--- src/rtl/rstrobe_pkg.sv ---
package rstrobe_pkg;
  // Width of the programmable delay factor
  parameter int FACTOR_W = 4;
  // Oversampled ticks per bus clock period (multiple of 16)
  parameter int OVERSAMPLE = 16;
  // Ticks per eighth of a full and of a half period
  parameter int STEP_FULL = OVERSAMPLE / 8;
  parameter int STEP_HALF = OVERSAMPLE / 16;
  // Longest delay in ticks and the width to hold it
  parameter int MAX_TAPS = ((1 << FACTOR_W) - 1) * STEP_FULL;
  parameter int TAP_W = $clog2(MAX_TAPS + 1);

  // Strobes and settings the control hands to the delay line
  typedef struct packed {
    logic             enabled;
    logic             ready;
    logic             useDelay;
    logic [TAP_W-1:0] delayTicks;
  } dlyCtrl_t;
endpackage

--- src/rtl/rstrobe_ctrl.sv ---
module rstrobe_ctrl
  import rstrobe_pkg::*;
#(
  parameter int LOCK_CYCLES = 64
) (
  input  logic                clk,
  input  logic                rstN,
  input  logic                cfgWe,
  input  logic [FACTOR_W-1:0] cfgFactor,
  input  logic                cfgHalf,
  input  logic                cfgEnable,
  output dlyCtrl_t            ctrlBus
);
  localparam int LOCK_TICKS = LOCK_CYCLES * OVERSAMPLE;
  localparam int CNT_W = $clog2(LOCK_TICKS + 1);
  localparam logic [CNT_W-1:0] CNT_DONE = CNT_W'(LOCK_TICKS);
  localparam logic [TAP_W-1:0] MUL_FULL = TAP_W'(STEP_FULL);
  localparam logic [TAP_W-1:0] MUL_HALF = TAP_W'(STEP_HALF);

  logic                enReg;
  logic                halfReg;
  logic [FACTOR_W-1:0] factorReg;
  logic [CNT_W-1:0]    lockCnt;
  logic [TAP_W-1:0]    ticks;
  logic                locked;

  // Settings: factor and period select only move while disabled
  always_ff @(posedge clk or negedge rstN) begin
    if (!rstN) begin
      enReg     <= 1'b0;
      halfReg   <= 1'b0;
      factorReg <= '0;
    end else if (cfgWe) begin
      enReg <= cfgEnable;
      if (!enReg) begin
        factorReg <= cfgFactor;
        halfReg   <= cfgHalf;
      end
    end
  end

  // Lock timer: restarts whenever the delay is disabled
  always_ff @(posedge clk or negedge rstN) begin
    if (!rstN) begin
      lockCnt <= '0;
    end else if (!enReg) begin
      lockCnt <= '0;
    end else if (lockCnt != CNT_DONE) begin
      lockCnt <= lockCnt + 1'b1;
    end
  end

  always_comb begin
    ticks  = TAP_W'(factorReg) * (halfReg ? MUL_HALF : MUL_FULL);
    locked = (lockCnt == CNT_DONE);
    ctrlBus.enabled    = enReg;
    ctrlBus.ready      = enReg && ((ticks == '0) || locked);
    ctrlBus.useDelay   = enReg && locked && (ticks != '0);
    ctrlBus.delayTicks = ticks;
  end
endmodule

--- src/rtl/rstrobe_dline.sv ---
module rstrobe_dline
  import rstrobe_pkg::*;
(
  input  logic     clk,
  input  logic     rstN,
  input  dlyCtrl_t ctrlBus,
  input  logic     rdStrobe,
  output logic     sampleStrobe,
  output logic     unlockedUse
);
  logic [MAX_TAPS-1:0] line;
  logic                tapOut;

  // Tick-rate shift line, one stage per tick of delay
  always_ff @(posedge clk or negedge rstN) begin
    if (!rstN) begin
      line <= '0;
    end else begin
      line <= {line[MAX_TAPS-2:0], rdStrobe};
    end
  end

  // Tap select: stage i carries the strobe i+1 ticks late
  always_comb begin
    tapOut = 1'b0;
    for (int i = 0; i < MAX_TAPS; i++) begin
      if (ctrlBus.delayTicks == TAP_W'(i + 1)) tapOut = line[i];
    end
  end

  assign sampleStrobe = ctrlBus.useDelay ? tapOut : rdStrobe;
  assign unlockedUse  = rdStrobe && ctrlBus.enabled && !ctrlBus.ready;
endmodule

--- src/rtl/rstrobe_delay_top.sv ---
module rstrobe_delay_top
  import rstrobe_pkg::*;
#(
  parameter int LOCK_CYCLES = 64
) (
  input  logic                clk,
  input  logic                rstN,
  input  logic                cfgWe,
  input  logic [FACTOR_W-1:0] cfgFactor,
  input  logic                cfgHalf,
  input  logic                cfgEnable,
  input  logic                rdStrobe,
  output logic                sampleStrobe,
  output logic                delayReady,
  output logic                unlockedUse
);
  dlyCtrl_t ctrlBus;

  rstrobe_ctrl #(.LOCK_CYCLES(LOCK_CYCLES)) u_ctrl (
    .clk       (clk),
    .rstN      (rstN),
    .cfgWe     (cfgWe),
    .cfgFactor (cfgFactor),
    .cfgHalf   (cfgHalf),
    .cfgEnable (cfgEnable),
    .ctrlBus   (ctrlBus)
  );

  rstrobe_dline u_dline (
    .clk          (clk),
    .rstN         (rstN),
    .ctrlBus      (ctrlBus),
    .rdStrobe     (rdStrobe),
    .sampleStrobe (sampleStrobe),
    .unlockedUse  (unlockedUse)
  );

  assign delayReady = ctrlBus.ready;
endmodule

--- config.mk ---
export PLATFORM = sky130hd
export DESIGN_NAME = rstrobe_delay_top
export DESIGN_NICKNAME = d
export VERILOG_FILES = /design/src/rtl/rstrobe_pkg.sv /design/src/rtl/rstrobe_ctrl.sv /design/src/rtl/rstrobe_dline.sv /design/src/rtl/rstrobe_delay_top.sv
export SDC_FILE = /design/constraint.sdc
export NUM_CORES = 1
export LEC_CHECK = 0
export BUFFER_PORTS_ARGS = -buffer_cell sky130_fd_sc_hd__buf_2
export CORE_MARGIN = 4
export CORE_UTILIZATION = 45
export CTS_CLUSTER_DIAMETER = 60
export DETAILED_ROUTE_END_ITERATION = 10
export PLACE_DENSITY_LB_ADDON = 0.25
export SLEW_MARGIN = 5
export SYNTH_ARGS = -nofsm -noshare
export SYNTH_HDL_FRONTEND = slang
export SYNTH_HIERARCHICAL = 1
export SYNTH_SLANG_ARGS = --single-unit
--- constraint.sdc ---
create_clock -name clk -period 2.2 [get_ports clk]
set_clock_uncertainty 0.2 [all_clocks]
set_input_delay 0.22 -clock clk [delete_from_list [all_inputs] [get_ports clk]]
set_output_delay 0.22 -clock clk [all_outputs]
set_load 0.01 [all_outputs]
==> impl_metrics.json, run 1 <==
{
  "cts.clk_slew.worst_paths_ns": 0.09,
  "synth_top_area_share_pct": 51.4,
  "path_cells": "or4_4, nor3_4, o311a_4, nand2_2, o32ai_4, nor3_2, a21oi_2, buf_2",
  "hold_path_class": "reg -> reg",
  "route.detailed.drc": 0,
  "worst_ep_arrival_time_ns": 2.46,
  "wirelength_um": 5140,
  "min_path_cells": 0,
  "antenna_found_initial": 0,
  "coreArea_mm2": 0.00482,
  "synthDistinctLibCells": 59,
  "worstHoldEndpoint": "u_dline/line[6]",
  "grt_usage_pct": 18.3,
  "row_count": 25,
  "finalHoldViolations": 0,
  "rsz0062_at_grt": "yes",
  "finalNetCount": 285,
  "outcome": "finished, violations left",
  "clock-root-buffer": "clkbuf_8",
  "synthesis.area_mm2": 0.00229,
  "r2r_start": "u_ctrl/enReg",
  "initial_core_util_pct": 47.5,
  "drv_slew": 0,
  "fin_crit_sh_pct": 131,
  "drtPass1Iterations": 4,
  "p_per_area_mw_per_mm2": 740,
  "yosys_warnings": 6,
  "antenna_left": 0,
  "max_slew_margin_pct": 52.9,
  "clk_path_buf_depth": 2,
  "setup_tns_ns": -1.01,
  "synth-async-reset-ratio_pct": 100,
  "power.leakage_nw": 1.28,
  "clock-sinks": 47,
  "most-common-layout-cells": "dfrtp_1 (47), buf_4 (45), nand2_1 (17), buf_2 (12), inv_1 (11)",
  "num_io_pins": 13,
  "synth_top_cell_by_area": "dfrtp_1",
  "grt_overflow": 0,
  "gp_congestion": 0.832,
  "cp_num_buf_inv": 1,
  "violations": "setup timing",
  "dp_hpwl_um": 3330,
  "layout_commonest_cell": "dfrtp_1",
  "worst_slew_pin_slew_ns": 0.706,
  "cts_buffers": 5,
  "min_from": "u_dline/line[5]",
  "synth_edf_count": 0,
  "die_height_um": 79.3,
  "drt_iter0_markers": 92,
  "synth_flop_cell": "dfrtp_1",
  "multi_input_area_mm2": 0.00115,
  "seq_area_mm2": 0.00118,
  "syn_area_per_cell_um2": 11.1,
  "power.ir.vdd_worst_mv": 0.437,
  "crit_required_ns": 1.78,
  "synthToLayoutAreaGrowth_pct": 33.7,
  "startpoint_type": "register",
  "cts_tree": "yes",
  "dp_cells": 321,
  "power.total_mw": 2.27,
  "rr_worst_depth": 4,
  "floorplan.die_area_mm2": 0.00629,
  "port_buffers": 12,
  "cp_top_family": "simple AND/OR/NAND/NOR gates",
  "fmax_mhz": 348,
  "synth_nets": 219,
  "netlist_top_cells_area": "dfrtp_1 (51%), mux2_2 (4.4%), mux2i_1 (3.5%), nand2_1 (3.1%), nor2b_1 (2.2%)",
  "fillers": 414,
  "grt_max_degree": 32,
  "syn_inst": 206,
  "r2r_slack_ns": 0.32,
  "place_ws_ns": -0.444,
  "dr_total_vias": 1801,
  "critical_path_class": "reg -> out",
  "antenna_cells": 0,
  "clk-insertion-delay-late_ns": 0.30,
  "via_per_inst": 5.30,
  "critPathMaxFanout": 3,
  "rr_endpoint": "u_ctrl/enReg",
  "layout-drive-gt1-share_pct": 39.2,
  "endpoint_kind": "output pin",
  "max_stage_delay_ns": 0.56,
  "htreeDepth": 2,
  "slowest_stage": "or4_4",
  "ys_seq_elements": 47,
  "ys_seq_area_share_pct": 51.4,
  "final_cells": 340,
  "grt_pass1_vias": 1850,
  "finalSetupViolations": 3,
  "fin_crit_ns": 2.88,
  "drv_cap": 0,
  "grt_pass1_wl_um": 8920,
  "wl_per_cell_um": 15.1,
  "die_width_um": 79.3,
  "layout_setup_ws_ns": -0.677
}
==> kinds of logic after synthesis <==
group / synth area share [%]
and+or+nand+nor: 17.1
DFF: 51.4
AOI/OAI and AO/OA: 15.5
buffers and inverters: 5.19
muxes: 7.92
adders and majority gates: 1.64
xor gates and xnor gates: 1.15
other: 0.164
==> metal layers <==
metal,share of wire (%),vias up,routed length (um),GRT usage (%)
met5,0,-,0,0
met4,0.29,0,15,3.26
met3,3.1,2,158,4.99
met2,49,24,2520,30.2
met1,48,897,2450,24.3
li1,-,878,-,-
==> power by group <==
group	switching, mW	leakage, nW	internal, mW
Clock	0.276	0.0412	0.222
Combinational	0.414	0.669	0.408
Sequential	0.0324	0.573	0.913
Total	0.723	1.28	1.54
==> how the worst max path moves through the flow <==
stage | start | endpoint | slack, ns | cells after the start
6_report | u_ctrl/lockCnt[2] | sampleStrobe | -0.68 | 8
5_1_grt | u_ctrl/halfReg | sampleStrobe | -0.81 | 12
4_1_cts | u_ctrl/halfReg | sampleStrobe | -0.66 | 9
3_5_place_dp | u_ctrl/halfReg | sampleStrobe | -0.44 | 10
3_3_place_gp | u_ctrl/lockCnt[5] | sampleStrobe | -0.40 | 8
2_1_floorplan | u_ctrl/lockCnt[5] | sampleStrobe | -0.24 | 7
==> state kept, by name, indices dropped and copies added, names as in the netlist <==
signal / flops
u_ctrl/factorReg: 4
u_dline/line: 30
u_ctrl/lockCnt: 11
u_ctrl/enReg: 1
u_ctrl/halfReg: 1
==> final cells by class <==
cell class	instances	area share (%)
Sequential cell	47	38.4
Multi-Input combinational cell	136	37.6
Timing Repair Buffer	68	16.7
Tap cell	67	2.74
Clock buffer	6	2.37
Inverter	14	1.80
Clock inverter	2	0.409
==> cell usage after synthesis, types with 2 or more instances <==
library cell	count
dfrtp_1	47
nand2_1	19
inv_1	13
a21oi_1	9
mux2_2	9
mux2i_1	8
nor2_1	8
nor2b_1	8
nand3_1	6
o21ai_0	6
o31ai_1	5
or4_1	4
a211oi_1	3
buf_4	3
ha_1	3
nand2b_1	3
or3_1	3
and2_1	2
clkbuf_1	2
nor4_1	2
o2111ai_1	2
o21a_1	2
o22ai_1	2
xor2_1	2
==> stage by stage <==
step,hold slack [ns],cell area [um^2],utilization [%]
after floorplan,-0.276,2310,-
after global placement,0.111,2720,56.4
after detailed placement,0.111,2720,56.4
after CTS,0.176,3040,63.2
after global routing,0.182,3060,63.5
final,0.173,3060,63.5
==> timing repair <==
action	4_1_cts	5_1_grt
resized for setup	23	5
hold buffers	9	0
setup buffers	2	0
hold endpoints to repair	36	0
setup endpoints to repair	3	3
pin swaps	11	7
(Power assumes the default switching activity.)
==> inputs of run 2 (changes only) <==
ABC_AREA = 1   (was default)
CORE_UTILIZATION = 54   (was 45)
REMOVE_ABC_BUFFERS = 1   (was default)
==> run 2 against run 1 <==
Compared with the run above: the flow still finishes with violations (setup timing); total power fell by 2.7%; routed wire length fell by 1.3%; core utilization rose by 7.7 points; via count rose by 11%; first-iteration DRC count rose by 16%; sequential share of layout area rose by 2.0 points; synthesized cell count rose by 30%; final cell count rose by 14%; clock-buffer cell count rose by 1; clock power fell by 2%; worst hold slack got worse by 0.060 ns; worst setup slack got worse by 0.34 ns; largest cell class unchanged.
==> impl_metrics.json, run 2 <==
{
  "clock-sinks": 47,
  "ys_seq_area_share_pct": 50.8,
  "die_width_um": 73.5,
  "yosys_warnings": 6,
  "synth-async-reset-ratio_pct": 100,
  "finalHoldViolations": 0,
  "grt_overflow": 0,
  "antenna_found_initial": 0,
  "synth-compound-area-share_pct": 4.22,
  "synthDistinctLibCells": 33,
  "syn_inst": 268,
  "layout_commonest_cell": "nand2_1",
  "rsz0062_at_grt": "yes",
  "clock-root-buffer": "clkbuf_8",
  "largest_register": "u_dline/line",
  "p_per_area_mw_per_mm2": 758,
  "hold-worst-slack_ns": 0.113,
  "maxUsedRoutingLayer": "met4",
  "crit_required_ns": 1.78,
  "cts_buffers": 5,
  "route.detailed.drc": 0,
  "grt_usage_pct": 21.3,
  "endpoint_kind": "output pin",
  "die_height_um": 73.5,
  "reg_top3": "u_dline/line: 30 flops, u_ctrl/lockCnt: 11 flops, u_ctrl/factorReg: 4 flops",
  "critical_path_class": "reg -> out",
  "fin_crit_ns": 3.22,
  "place_ws_ns": -0.784,
  "finalSetupViolations": 3,
  "synth_flop_cell": "dfrtp_1",
  "drtPass1Iterations": 4,
  "grt_pass1_vias": 1962,
  "layout_setup_ws_ns": -1.02,
  "htreeDepth": 2,
  "met1_length_um": 2350,
  "antenna_left": 0,
  "synthMuxAreaShare_pct": 0.973,
  "startpoint_type": "register",
  "grt_max_degree": 21,
  "syn_area_per_cell_um2": 8.64,
  "drv_cap": 0,
  "synthesis.area_mm2": 0.00231,
  "clk_path_buf_depth": 2,
  "initial_core_util_pct": 56.6,
  "dr_wl_met3_um": 202,
  "dr_wl_met2_um": 2380,
  "synth_top_cells_by_count": "nand2_1 (66), dfrtp_1 (47), nor2_1 (36)",
  "drv_slew": 0,
  "synthXorXnorAreaFrac_pct": 1.14,
  "wirelength_um": 5070,
  "ys_seq_elements": 47,
  "synth_top_area_share_pct": 50.8,
  "gp_congestion": 0.889,
  "critPathMaxFanout": 7,
  "grt_pass1_wl_um": 8760,
  "floorplan.die_area_mm2": 0.00540,
  "fmax_mhz": 310,
  "coreArea_mm2": 0.00409,
  "synthToLayoutAreaGrowth_pct": 25.8,
  "layout-drive-gt1-share_pct": 27.6,
  "worst_ep_arrival_time_ns": 2.80,
  "antenna_cells": 0,
  "dr_total_vias": 1992,
  "via_per_inst": 5.15,
  "violations": "setup timing",
  "finalNetCount": 349,
  "most-common-layout-cells": "nand2_1 (62), dfrtp_1 (47), buf_4 (45), nor2_1 (36), inv_1 (23)",
  "largest_reg_flops": 30,
  "wl_per_cell_um": 13.1,
  "outcome": "finished, violations left",
  "netlist_top_cells_area": "dfrtp_1 (51%), nand2_1 (11%), nor2_1 (5.8%), nand3_1 (4.5%), inv_1 (4.2%)",
  "power.leakage_nw": 1.43,
  "hold_path_class": "in -> reg",
  "setup_tns_ns": -1.18,
  "synth_top_family_by_area": "simple AND/OR/NAND/NOR gates",
  "yosysMostFrequentCell": "nand2_1",
  "cts.clk_slew.worst_paths_ns": 0.08,
  "cts_tree": "yes",
  "port_buffers": 12,
  "num_io_pins": 13,
  "synth_edf_count": 0,
  "yosys.area_share.simple_pct": 32.6,
  "fin_crit_sh_pct": 146,
  "synth_top_cell_by_area": "dfrtp_1",
  "clk-insertion-delay-late_ns": 0.30,
  "synth_fa_ha_area_share_pct": 1.62,
  "row_count": 23,
  "drt_iter0_markers": 107,
  "dp_hpwl_um": 3540,
  "power.ir.vdd_worst_mv": 0.464
}
[run 2: cell types whose count changed in the layout (fill, tap and decap cells not counted), moves of 8 or more]
cell and delta:
nand2_1 +45, nor2_1 +29, nand3_1 +15, nand4_1 +14, inv_1 +12, mux2i_1 -8
[run 2: area by class of cell]
class / instances / area, um^2
Multi-Input combinational cell: 185 / 968
Tap cell: 50 / 62.6
Inverter: 30 / 125
Timing Repair Buffer: 67 / 498
Clock buffer: 7 / 76.3
Sequential cell: 47 / 1180
Clock inverter: 1 / 5.00
Fill cell: 305 / 1170
[run 2: cell families (layout without fill, tap and decap cells)]
logic type	after synthesis	count (layout)
buffers and inverters	36	105
other	1	1
AOI/OAI and AO/OA	16	16
and+or+nand+nor	160	160
xor gates and xnor gates	3	3
DFF	47	47
muxes	2	2
adders and majority gates	3	3
[run 2: critical path: stages (launching register included)]
cell and delay, ns:
dfrtp_1 0.40, buf_4 0.15, o21ai_1 0.18, buf_4 0.20
nand3b_1 0.12, nand3_1 0.13, nand2_1 0.07, nand2_1 0.07
nand4_1 0.07, nand2_1 0.07, nand4_1 0.07, nand2_1 0.07
nand3_1 0.06, nand2_1 0.06, nand3_1 0.06, nand2_1 0.06
nand3_1 0.06, nand2_1 0.06, nand4_1 0.07, nand2_1 0.07
nand3_1 0.06, nand2_1 0.06, nand2_1 0.06, nand2_1 0.06
nand2_1 0.04, buf_2 0.13
[run 2: final timing paths]
path,endpoint,slack (ns),from,depth (start not counted)
setup / recovery,sampleStrobe,-1.02,u_ctrl/halfReg,25
hold / removal,u_ctrl/halfReg,0.11,cfgWe,3
setup reg to reg,u_ctrl/enReg,0.53,u_ctrl/enReg,3
hold reg to reg,u_dline/line[3],0.17,u_dline/line[2],0
max in group asynchronous,u_dline/line[8],1.05,rstN,3
min in group asynchronous,u_ctrl/lockCnt[5],0.19,rstN,2
[run 2: per-layer routing]
metal	GRT usage [%]	vias to the layer above
met2	33.7	50
met4	9.66	0
met3	4.38	13
li1	-	1002
met1	28.1	927
met5	0	-
[run 2: where the power goes]
part	switching [mW]	leakage (nW)	internal (mW)
Combinational	0.400	0.817	0.364
Sequential	0.0416	0.570	0.913
Clock	0.265	0.0422	0.223
[run 2: repair_timing]
action,4_1_cts,5_1_grt
pin swaps,8,2
resized for setup,11,2
setup endpoints to repair,3,3
setup buffers,5,2
hold endpoints to repair,25,0
hold buffers,10,0
[run 2: through the flow]
step                      util, %  cell area (um^2)  std cells  power (mW)
after floorplan                 -              2240        262        1.31
after global placement       64.8              2650        362        1.61
after detailed placement     64.8              2650        362        1.63
after CTS                    70.8              2890        385        2.19
after global routing         71.2              2910        387        2.34
final                        71.2              2910        387        2.21
==> inputs of run 3 (changes only) <==
CORE_MARGIN = 2   (was 4)
CORE_UTILIZATION = 53   (was 54)
SYNTH_HIERARCHICAL = default   (was 1)
==> run 3 against run 2 <==
Compared with the run above: the run still ends with setup timing left; clock-buffer cell count down 2; sequential power down 1%; critical path depth down 4; die area down 19%; combinational power down 24%; critical path type unchanged; non-clock buffer count down 9; largest power group unchanged; synthesized cell count down 17%; routed wire length down 16%; first-iteration DRC count down 13%; via count down 16%; register-to-register slack worse by 0.25 ns.
==> impl_metrics.json, run 3 <==
{
  "layout_commonest_cell": "dfrtp_1",
  "grt_max_degree": 40,
  "crit_required_ns": 1.78,
  "power.leakage_nw": 1.28,
  "layout_setup_ws_ns": -0.932,
  "yosys_warnings": 0,
  "r2r_slack_ns": 0.28,
  "synthToLayoutAreaGrowth_pct": 32.5,
  "startpoint_type": "register",
  "finalNetCount": 297,
  "cts.clk_slew.worst_paths_ns": 0.09,
  "worst_slew_pin_slew_ns": 0.808,
  "fmax_mhz": 319,
  "synth-async-reset-ratio_pct": 100,
  "max_slew_margin_pct": 46.2,
  "p_per_area_mw_per_mm2": 837,
  "multi_input_area_um2": 757,
  "placed_area_mm2": 0.00239,
  "grt_pass1_wl_um": 7520,
  "cts_tree": "yes",
  "synth_top_cell_by_area": "dfrtp_1",
  "drt_iter0_markers": 93,
  "final_cells": 333,
  "initial_core_util_pct": 55.5,
  "rsz0062_at_grt": "yes",
  "largest_reg_flops": 30,
  "antenna_left": 0,
  "synth_top_cells_by_count": "dfrtp_1 (47), nand2_1 (37), inv_1 (29)",
  "syn_inst": 223,
  "port_buffers": 12,
  "outcome": "finished, violations left",
  "min_from": "u_dline.line[24]",
  "via_per_inst": 5.05,
  "reg_top3": "u_dline.line: 30 flops, u_ctrl.lockCnt: 11 flops, u_ctrl.factorReg: 4 flops",
  "route.detailed.drc": 0,
  "dr_total_vias": 1683,
  "wirelength_um": 4240,
  "worst_ep_arrival_time_ns": 2.71,
  "critical_path_class": "reg -> out",
  "drtPass1Iterations": 4,
  "antenna_found_initial": 0,
  "coreArea_mm2": 0.00366,
  "grt_usage_pct": 22.9,
  "r2r_start": "u_ctrl.lockCnt[2]",
  "most-common-layout-cells": "dfrtp_1 (47), nand2_1 (35), buf_4 (33), inv_1 (28), nor2_1 (25)",
  "final_area_mm2": 0.00269,
  "syn_area_per_cell_um2": 9.11,
  "synthesis.area_mm2": 0.00203,
  "ys_seq_area_share_pct": 57.9,
  "rr_endpoint": "u_ctrl.lockCnt[9]",
  "htreeDepth": 2,
  "dp_hpwl_um": 2950,
  "finalHoldViolations": 0,
  "worstHoldEndpoint": "u_dline.line[25]",
  "layout-drive-gt1-share_pct": 26.3,
  "hold_path_class": "reg -> reg",
  "critPathMaxFanout": 3,
  "synth_flop_cell": "dfrtp_1",
  "synth_edf_count": 0,
  "cts_buffers": 5,
  "endpoint_kind": "output pin",
  "power.ir.vdd_worst_mv": 0.593,
  "die_height_um": 65.9,
  "synthDistinctLibCells": 27,
  "grt_overflow": 0,
  "fin_crit_ns": 3.13,
  "die_width_um": 65.9,
  "violations": "setup timing",
  "rr_worst_depth": 9,
  "finalSetupViolations": 3,
  "drv_slew": 0,
  "antenna_cells": 0,
  "grt_pass1_vias": 1727,
  "min_path_cells": 0,
  "clock-root-buffer": "clkbuf_8",
  "clk_path_buf_depth": 2,
  "fillers": 251,
  "wl_per_cell_um": 12.7,
  "ys_seq_elements": 47,
  "netlist_top_cells_area": "dfrtp_1 (58%), nand2_1 (6.8%), inv_1 (5.4%), nor2_1 (4.8%), nand4_1 (4.0%)",
  "row_count": 22,
  "gp_congestion": 0.879,
  "clk-insertion-delay-late_ns": 0.30,
  "yosysMostFrequentCell": "dfrtp_1",
  "floorplan.die_area_mm2": 0.00435,
  "synth_top_area_share_pct": 57.9,
  "seq_area_mm2": 0.00118,
  "fin_crit_sh_pct": 142,
  "num_io_pins": 13,
  "dp_cells": 314,
  "drv_cap": 0,
  "clock-sinks": 47,
  "largest_register": "u_dline.line"
}
[run 3: cell types whose count changed in the layout (fill, tap and decap cells not counted), moves of 5 or more]
cell / previous run / this run
inv_1: 23 / 28
o21ai_0: 2 / 8
nand2_2: 8 / 2
nor3_1: 3 / 8
nor2_1: 36 / 25
nand3_1: 21 / 15
nand2_1: 62 / 35
buf_4: 45 / 33
[run 3: critical path, stage by stage, from the launching register on]
cell     delay [ns]
dfrtp_1        0.41
inv_1          0.10
o21ai_1        0.08
ha_1           0.34
inv_2          0.09
nand3_2        0.08
or2_0          0.20
nand2_1        0.08
nand2_1        0.05
nand2_1        0.05
nand4_1        0.08
nand2_1        0.07
nand3_1        0.06
nand2_1        0.06
nand4_1        0.07
nand2_1        0.07
nand4_1        0.07
nor2_1         0.09
nand4_1        0.11
nand2_1        0.08
nand2_1        0.04
buf_2          0.13
[run 3: final cells by class]
type	count	area share, %
clock buffer	5	2.56
inverter	30	4.28
tap	48	2.23
multi-input combinational	142	28.1
timing repair buffer	58	16.6
sequential	47	43.7
clock inverter	3	2.51
[run 3: kinds of logic (layout without fill, tap and decap cells)]
family	Yosys count	in the layout	share of synthesized area [%]
adder cells (fa/ha/maj)	3	3	1.85
AND/OR/NAND/NOR	115	115	27.0
other	1	1	0.185
XOR/XNOR	1	1	0.431
flip-flops	47	47	57.9
buffers and inverters	34	96	6.96
AO/OA/AOI/OAI	22	22	5.73
[run 3: how the worst max path moves through the flow]
| stage | startpoint | end | slack [ns] | cells after the start |
|---|---|---|---|---|
| finish | u_ctrl.factorReg[1] | sampleStrobe | -0.93 | 21 |
| global route | u_ctrl.factorReg[1] | sampleStrobe | -1.17 | 21 |
| detailed placement | u_ctrl.factorReg[1] | sampleStrobe | -0.61 | 19 |
| CTS | u_ctrl.halfReg | sampleStrobe | -0.86 | 21 |
| floorplan | u_ctrl.halfReg | sampleStrobe | -0.45 | 20 |
| global placement | u_ctrl.halfReg | sampleStrobe | -0.60 | 19 |
[run 3: repair_timing]
action                                  4_1_cts  5_1_grt
buffers inserted                              2        1
endpoints found under the setup margin        3        3
hold buffers                                 10        0
resized for setup                            15        4
endpoints found under the hold margin        44        0
pin swaps                                     4        1
[run 3: power breakdown]
| group | leakage, nW | switching, mW | internal (mW) | total (mW) |
|---|---|---|---|---|
| combinational | 0.645 | 0.302 | 0.276 | 0.578 |
| sequential | 0.568 | 0.0296 | 0.912 | 0.942 |
| clock | 0.0644 | 0.281 | 0.453 | 0.734 |
[run 3: through the flow]
stage	setup slack, ns	power [mW]	utilization, %	hold WS, ns	setup TNS [ns]
CTS	-0.857	2.26	73.4	0.159	-1.37
global placement	-0.602	1.46	65.2	0.134	-0.613
finish	-0.932	2.25	73.5	0.155	-1.40
global route	-1.17	2.36	73.5	0.166	-1.86
detailed placement	-0.615	1.47	65.2	0.142	-0.667
floorplan	-0.453	1.21	-	-0.276	-0.453
[run 3: routing by layer]
layer	vias to the layer above	part of all wire [%]	global-route usage, %
met5	-	0	0
met4	0	1.7	7.81
met3	10	3.8	5.11
met2	30	49	39.4
met1	798	45	28.3
li1	845	-	-
